## src/rtl/pwm_pkg.sv

```systemverilog
package pwm_pkg;

    typedef enum logic [2:0] {
        S_OFF  = 3'd0,
        S_EDGE = 3'd1,
        S_FALL = 3'd2,
        S_RISE = 3'd3,
        S_CAPT = 3'd4
    } phase_e;

    typedef enum logic [1:0] {
        M_BURST = 2'b00,
        M_FREE  = 2'b01,
        M_CAPT  = 2'b10,
        M_SPARE = 2'b11
    } mode_e;

    localparam logic [1:0] SEL_COUNT  = 2'd0;
    localparam logic [1:0] SEL_PERIOD = 2'd1;
    localparam logic [1:0] SEL_DUTY   = 2'd2;
    localparam logic [1:0] SEL_CTRL   = 2'd3;

    localparam int REP_W = 8;

    typedef struct packed {
        logic [REP_W-1:0] rep;
        logic             center;
        logic             idle_hi;
        logic             act_hi;
        mode_e            mode;
        logic             en;
    } ctl_t;

    function automatic ctl_t unpack_ctl(input logic [31:0] w);
        ctl_t c;
        c.en      = w[0];
        c.mode    = mode_e'(w[2:1]);
        c.act_hi  = w[3];
        c.idle_hi = w[4];
        c.center  = w[5];
        c.rep     = w[31:24];
        return c;
    endfunction

endpackage

```

## src/rtl/pwm_regs.sv

```systemverilog
module pwm_regs
    import pwm_pkg::*;
#(
    parameter int CW = 16
) (
    input  logic          clk,
    input  logic          rst_n,
    input  logic          wr_en,
    input  logic [1:0]    wr_sel,
    input  logic [31:0]   wr_data,
    input  logic          clr_en,
    output logic [CW-1:0] per_sh,
    output logic [CW-1:0] duty_sh,
    output ctl_t          ctl
);

    logic hit_per, hit_duty, hit_ctl;
    logic unused_hi;

    assign hit_per   = wr_en && (wr_sel == SEL_PERIOD);
    assign hit_duty  = wr_en && (wr_sel == SEL_DUTY);
    assign hit_ctl   = wr_en && (wr_sel == SEL_CTRL);
    assign unused_hi = ^wr_data[23:6];

    always_ff @(posedge clk) begin
        if (!rst_n) begin
            per_sh  <= '0;
            duty_sh <= '0;
        end else begin
            if (hit_per)  per_sh  <= wr_data[CW-1:0];
            if (hit_duty) duty_sh <= wr_data[CW-1:0];
        end
    end

    always_ff @(posedge clk) begin
        if (!rst_n) begin
            ctl <= '0;
        end else if (hit_ctl) begin
            ctl <= unpack_ctl(wr_data);
        end else if (clr_en) begin
            ctl.en <= 1'b0;
        end
    end

endmodule

```

## src/rtl/pwm_seq.sv

```systemverilog
module pwm_seq
    import pwm_pkg::*;
#(
    parameter int CW = 16
) (
    input  logic             clk,
    input  logic             rst_n,
    input  logic             tick,
    input  logic             cap_in,
    input  logic             en,
    input  mode_e            mode,
    input  logic             center,
    input  logic [REP_W-1:0] rep,
    input  logic [CW-1:0]    per_sh,
    input  logic [CW-1:0]    duty_sh,
    output phase_e           phase,
    output logic [CW-1:0]    cnt,
    output logic [CW-1:0]    per_act,
    output logic [CW-1:0]    duty_act,
    output logic             done,
    output logic             clr_en
);

    localparam logic [CW-1:0] ONE  = {{(CW-1){1'b0}}, 1'b1};
    localparam logic [CW-1:0] CMAX = '1;

    phase_e           nxt_phase;
    logic [REP_W-1:0] rep_left;
    logic             one_lat;
    logic             cap_q;
    logic [CW-1:0]    lp;
    logic             last_step;
    logic             bound;
    logic             stop;
    logic             cap_rise;

    assign lp        = (per_sh == '0) ? ONE : per_sh;
    assign last_step = (cnt == per_act - ONE);
    assign bound     = tick && last_step && ((phase == S_EDGE) || (phase == S_RISE));
    assign stop      = bound && one_lat && (rep_left == '0);
    assign cap_rise  = cap_in && !cap_q;

    // next-state logic
    always_comb begin
        nxt_phase = phase;
        unique case (phase)
            S_OFF: begin
                if (en) begin
                    if (mode == M_CAPT) nxt_phase = S_CAPT;
                    else if (center)    nxt_phase = S_FALL;
                    else                nxt_phase = S_EDGE;
                end
            end
            S_EDGE: begin
                if (!en || stop) nxt_phase = S_OFF;
            end
            S_FALL: begin
                if (!en)                      nxt_phase = S_OFF;
                else if (tick && cnt == '0)   nxt_phase = S_RISE;
            end
            S_RISE: begin
                if (!en || stop) nxt_phase = S_OFF;
                else if (bound)  nxt_phase = S_FALL;
            end
            S_CAPT: begin
                if (!en) nxt_phase = S_OFF;
            end
            default: nxt_phase = S_OFF;
        endcase
    end

    // state register
    always_ff @(posedge clk) begin
        if (!rst_n) phase <= S_OFF;
        else        phase <= nxt_phase;
    end

    // counter and per-period copies
    always_ff @(posedge clk) begin
        if (!rst_n) begin
            cnt      <= '0;
            per_act  <= ONE;
            duty_act <= '0;
            rep_left <= '0;
            one_lat  <= 1'b0;
            done     <= 1'b0;
            cap_q    <= 1'b0;
        end else begin
            cap_q <= cap_in;
            unique case (phase)
                S_OFF: begin
                    if (en) begin
                        done     <= 1'b0;
                        per_act  <= lp;
                        duty_act <= duty_sh;
                        rep_left <= rep;
                        one_lat  <= (mode == M_BURST);
                        cnt      <= (mode != M_CAPT && center) ? lp - ONE : '0;
                    end
                end
                S_EDGE, S_FALL, S_RISE: begin
                    if (!en) begin
                        cnt <= '0;
                    end else if (stop) begin
                        cnt  <= '0;
                        done <= 1'b1;
                    end else if (bound) begin
                        per_act  <= lp;
                        duty_act <= duty_sh;
                        if (one_lat) rep_left <= rep_left - 1'b1;
                        cnt <= (phase == S_RISE) ? lp - ONE : '0;
                    end else if (tick) begin
                        if (phase == S_FALL) begin
                            if (cnt != '0) cnt <= cnt - ONE;
                        end else begin
                            cnt <= cnt + ONE;
                        end
                    end
                end
                S_CAPT: begin
                    if (!en)                                 cnt <= '0;
                    else if (cap_rise)                       cnt <= tick ? ONE : '0;
                    else if (cap_in && tick && cnt != CMAX)  cnt <= cnt + ONE;
                end
                default: cnt <= '0;
            endcase
        end
    end

    // outputs
    always_comb begin
        clr_en = stop;
    end

endmodule

```

## src/rtl/pwm_drive.sv

```systemverilog
module pwm_drive
    import pwm_pkg::*;
#(
    parameter int CW = 16
) (
    input  phase_e        phase,
    input  logic [CW-1:0] cnt,
    input  logic [CW-1:0] duty_act,
    input  logic          act_hi,
    input  logic          idle_hi,
    output logic          pwm
);

    logic gen;

    always_comb begin
        gen = (phase == S_EDGE) || (phase == S_FALL) || (phase == S_RISE);
        if (!gen)                pwm = idle_hi;
        else if (cnt < duty_act) pwm = act_hi;
        else                     pwm = !act_hi;
    end

endmodule

```

## src/rtl/pwm_channel.sv

```systemverilog
module pwm_channel
    import pwm_pkg::*;
#(
    parameter int CW = 16
) (
    input  logic          clk,
    input  logic          rst_n,
    input  logic          tick,
    input  logic          wr_en,
    input  logic [1:0]    wr_sel,
    input  logic [31:0]   wr_data,
    input  logic          cap_in,
    output logic          pwm_out,
    output logic [CW-1:0] cnt_out,
    output logic          done
);

    ctl_t          ctl;
    logic [CW-1:0] per_sh, duty_sh, per_act, duty_act;
    phase_e        phase;
    logic          clr_en;
    logic          en_w, idle_w;

    assign en_w   = ctl.en;
    assign idle_w = ctl.idle_hi;

    pwm_regs #(.CW(CW)) u_regs (
        .clk     (clk),
        .rst_n   (rst_n),
        .wr_en   (wr_en),
        .wr_sel  (wr_sel),
        .wr_data (wr_data),
        .clr_en  (clr_en),
        .per_sh  (per_sh),
        .duty_sh (duty_sh),
        .ctl     (ctl)
    );

    pwm_seq #(.CW(CW)) u_seq (
        .clk      (clk),
        .rst_n    (rst_n),
        .tick     (tick),
        .cap_in   (cap_in),
        .en       (ctl.en),
        .mode     (ctl.mode),
        .center   (ctl.center),
        .rep      (ctl.rep),
        .per_sh   (per_sh),
        .duty_sh  (duty_sh),
        .phase    (phase),
        .cnt      (cnt_out),
        .per_act  (per_act),
        .duty_act (duty_act),
        .done     (done),
        .clr_en   (clr_en)
    );

    pwm_drive #(.CW(CW)) u_drive (
        .phase    (phase),
        .cnt      (cnt_out),
        .duty_act (duty_act),
        .act_hi   (ctl.act_hi),
        .idle_hi  (ctl.idle_hi),
        .pwm      (pwm_out)
    );

endmodule

```

## config.mk

```make
export PLATFORM = sky130hd
export DESIGN_NAME = pwm_channel
export DESIGN_NICKNAME = d
export VERILOG_FILES = /design/src/rtl/pwm_pkg.sv /design/src/rtl/pwm_regs.sv /design/src/rtl/pwm_seq.sv /design/src/rtl/pwm_drive.sv /design/src/rtl/pwm_channel.sv
export SDC_FILE = /design/constraint.sdc
export NUM_CORES = 1
export LEC_CHECK = 0
export BUFFER_PORTS_ARGS = -buffer_cell sky130_fd_sc_hd__buf_2
export CORE_AREA = 8 8 140 142
export CTS_CLUSTER_DIAMETER = 150
export CTS_CLUSTER_SIZE = 10
export DETAILED_ROUTE_END_ITERATION = 10
export DIE_AREA = 0 0 148 150
export PLACE_DENSITY = 0.6
export SYNTH_ARGS = -nofsm -noshare
export SYNTH_HDL_FRONTEND = slang
export SYNTH_SLANG_ARGS = --single-unit
export TNS_END_PERCENT = 50
```

## constraint.sdc

```tcl
create_clock -name clk -period 3 [get_ports clk]
set_input_delay 0.6 -clock clk [delete_from_list [all_inputs] [get_ports clk]]
set_output_delay 0.6 -clock clk [all_outputs]
set_load 0.02 [all_outputs]
```

==> qor.yml <==
die_w_um: 148
synth_common_cells: "nand2_1, dfxtp_1, nor2_1, a21oi_1, clkbuf_1"
synth_top_area_cell: "dfxtp_1"
layout-drive-gt1-share: 0.307
fill_cells: 1744
clockBufferDepth: 2
path_clk_slew_ps: 80
endpoint_kind: "primary output"
die_area_sq_um: 22200
max_freq_mhz: 301
vdd.ir_drop.worst_uv: 376
clock-root-buffer: "clkbuf_16"
antenna_found_initial: 0
p_per_area_nw_per_um2: 518
hold_ws_ps: 455
hpwl_um: 17000
grt_pass1_vias: 7085
synth_seq_area_share: 0.318
die_h_um: 150
clkLatencyLatePin_ps: 370
finalInstanceArea_sq_um: 9180
cts_made_buffers: 9
synth_nets: 946
critPathLaunchType: "register"
cp.arrival_ps: 2730
multi_input_area_sq_um: 4600
cts_sinks: 108
cp_max_fo: 2
seqCellArea_sq_um: 2170
grt_pass1_wl_um: 37700
ios: 57
hp-class: "reg -> reg"
synth_flop_cell: "dfxtp_1"
pre_cts_ws_ps: -464
drt_pre_antenna_iters: 7
drv_slew: 0
hold_viol_final: 0
rsz0062_at_grt: "true"
leakage_uw: 0.00397
core.rowCount: 49
synth_top_area_share: 0.318
synth_seq_cells: 108
setup_ws_ps: -325
synth_warnings: 0
antenna_left: 0
synth.area.top_cells: "dfxtp_1, nand2_1, a21oi_1"
tns_ps: -9410
wirelength_um: 24300
syn_area_sq_um: 6790
grt_use_total: 0.216
synth_edf_count: 0
overflow: 0
cts_hold_buf: 0
power_uw: 4750
syn_inst: 886
via_count: 7227
setup_viol_count_final: 57
start_util: 0.387
routed_via_density: 5.62
synth.most_common_cell: "nand2_1"
worst_pin_slew_ps: 624
min_period_ps: 3330
wl_per_cell_um: 18.9
violations: "negative setup slack"
worstPathRequired_ps: 2400
finalCritPeriodShare: 1.11
slew_headroom: 0.584
max_cap_viol_count: 0
place_congestion: 0.941
drt_iter0_drc: 613
syn_area_per_cell_sq_um: 7.66
crit_type: "reg -> out"
ctsHtreeMaxLevel: 3
post_dp_cell_area_sq_um: 8060
n_antenna_cell: 0
fin_skew_ps: 14.4
design.core.area_sq_um: 17500
cts_tree: "built"
drcViolationCount: 0
area_growth_pct: 35.2
io_buffer_count: 48
status: "finished, violations left"
synth_cell_types: 75
async_flop_share: 0
grt_max_degree: 59
fin_nets: 1112
cells by family after synthesis:
kind of cell             count (synthesis)  share of synthesized area
XOR/XNOR                                51                     0.0658
multiplexers                            37                     0.0551
buffers and inverters                   92                     0.0579
AO/OA/AOI/OAI                          203                      0.195
adder cells (fa/ha/maj)                 21                     0.0387
flip-flops                             108                      0.318
AND/OR/NAND/NOR                        374                      0.269
critical path, stage by stage (launching register included):
cell and delay (ps):
dfxtp_4 360, ha_4 220, a21o_1 150, a21o_1 150, a21o_1 160, a21o_1 150, a21o_1 190, a2111oi_4 330
nor3_1 80, or3b_4 420, buf_6 140
cell type report:
type | instances | share of cell area
Multi-Input combinational cell | 686 | 0.502
Timing Repair Buffer | 215 | 0.185
Inverter | 32 | 0.0131
Clock inverter | 6 | 0.00777
Tap cell | 229 | 0.0312
Sequential cell | 108 | 0.236
Clock buffer | 10 | 0.0249
report_power, final:
| part | internal, uW | total, uW | switching [uW] |
|---|---|---|---|
| clock network | 660 | 1260 | 603 |
| registers | 1480 | 1510 | 35.7 |
| logic | 892 | 1980 | 1080 |
registers in the layout (all words and copies together) (netlist names):
name	flops
u_regs.ctl	14
u_regs.duty_sh	16
u_regs.per_sh	16
u_seq.cap_q	1
u_seq.cnt	16
u_seq.done	1
u_seq.duty_act	16
u_seq.one_lat	1
u_seq.per_act	16
u_seq.phase	3
u_seq.rep_left	8
cells in the final DEF, fill, tap and decap left out, types with 5 or more instances in the layout:
master,synthesis,final
nor3_1,24,20
or4_1,6,5
o21ai_0,24,10
a21oi_1,78,71
clkbuf_16,0,11
buf_2,2,48
xnor2_1,29,28
ha_1,21,18
inv_1,31,28
xor2_1,22,21
and3_1,9,8
buf_6,6,25
nor2_1,81,81
a31oi_1,14,13
buf_4,0,135
nor4_1,13,11
or2_2,7,7
o21ai_2,0,9
o22ai_1,14,14
nand4_1,12,12
nand2_2,0,7
a21o_1,14,14
o31ai_2,0,5
dfxtp_1,108,103
or3_1,13,11
o21ai_1,2,7
o211ai_1,6,6
nor4_4,2,5
mux2i_1,34,34
a21oi_2,0,6
nand2_1,150,141
nand2b_1,8,8
nor2b_1,6,6
nand3_1,14,13
routing by layer:
layer,track usage,vias up,share of wire
met2,0.340,264,0.45
met5,0,-,0
met1,0.285,3434,0.45
met4,0.106,0,0.035
met3,0.0318,50,0.061
li1,-,3479,-
metrics by stage:
| stage | std cells | util |
|---|---|---|
| global route | 1286 | 0.524 |
| finish | 1286 | 0.524 |
| global placement | 1234 | 0.460 |
| floorplan | 886 | - |
| detailed placement | 1234 | 0.460 |
| CTS | 1271 | 0.503 |
final timing paths:
check,start,to,slack (ps),cells past startpoint
worst min register to register,u_regs.duty_sh[13]$_SDFFE_PN0P_,u_regs.duty_sh[13]$_SDFFE_PN0P_,450,2
worst max-delay path,u_seq.cnt[1]$_SDFFE_PN0P_,pwm_out,-330,10
worst max register to register,u_seq.per_act[0]$_SDFFE_PN1P_,u_seq.duty_act[10]$_SDFFE_PN0P_,-220,11
worst min-delay path,u_regs.duty_sh[13]$_SDFFE_PN0P_,u_regs.duty_sh[13]$_SDFFE_PN0P_,450,2
repair_timing:
item                                    4_1_cts  5_1_grt
pin swaps                                    32       35
endpoints found under the setup margin       59       60
buffers inserted                             18       16
resized for setup                            65       64
cloned                                        4        2
No activity file was read; power rests on OpenSTA's default activity.
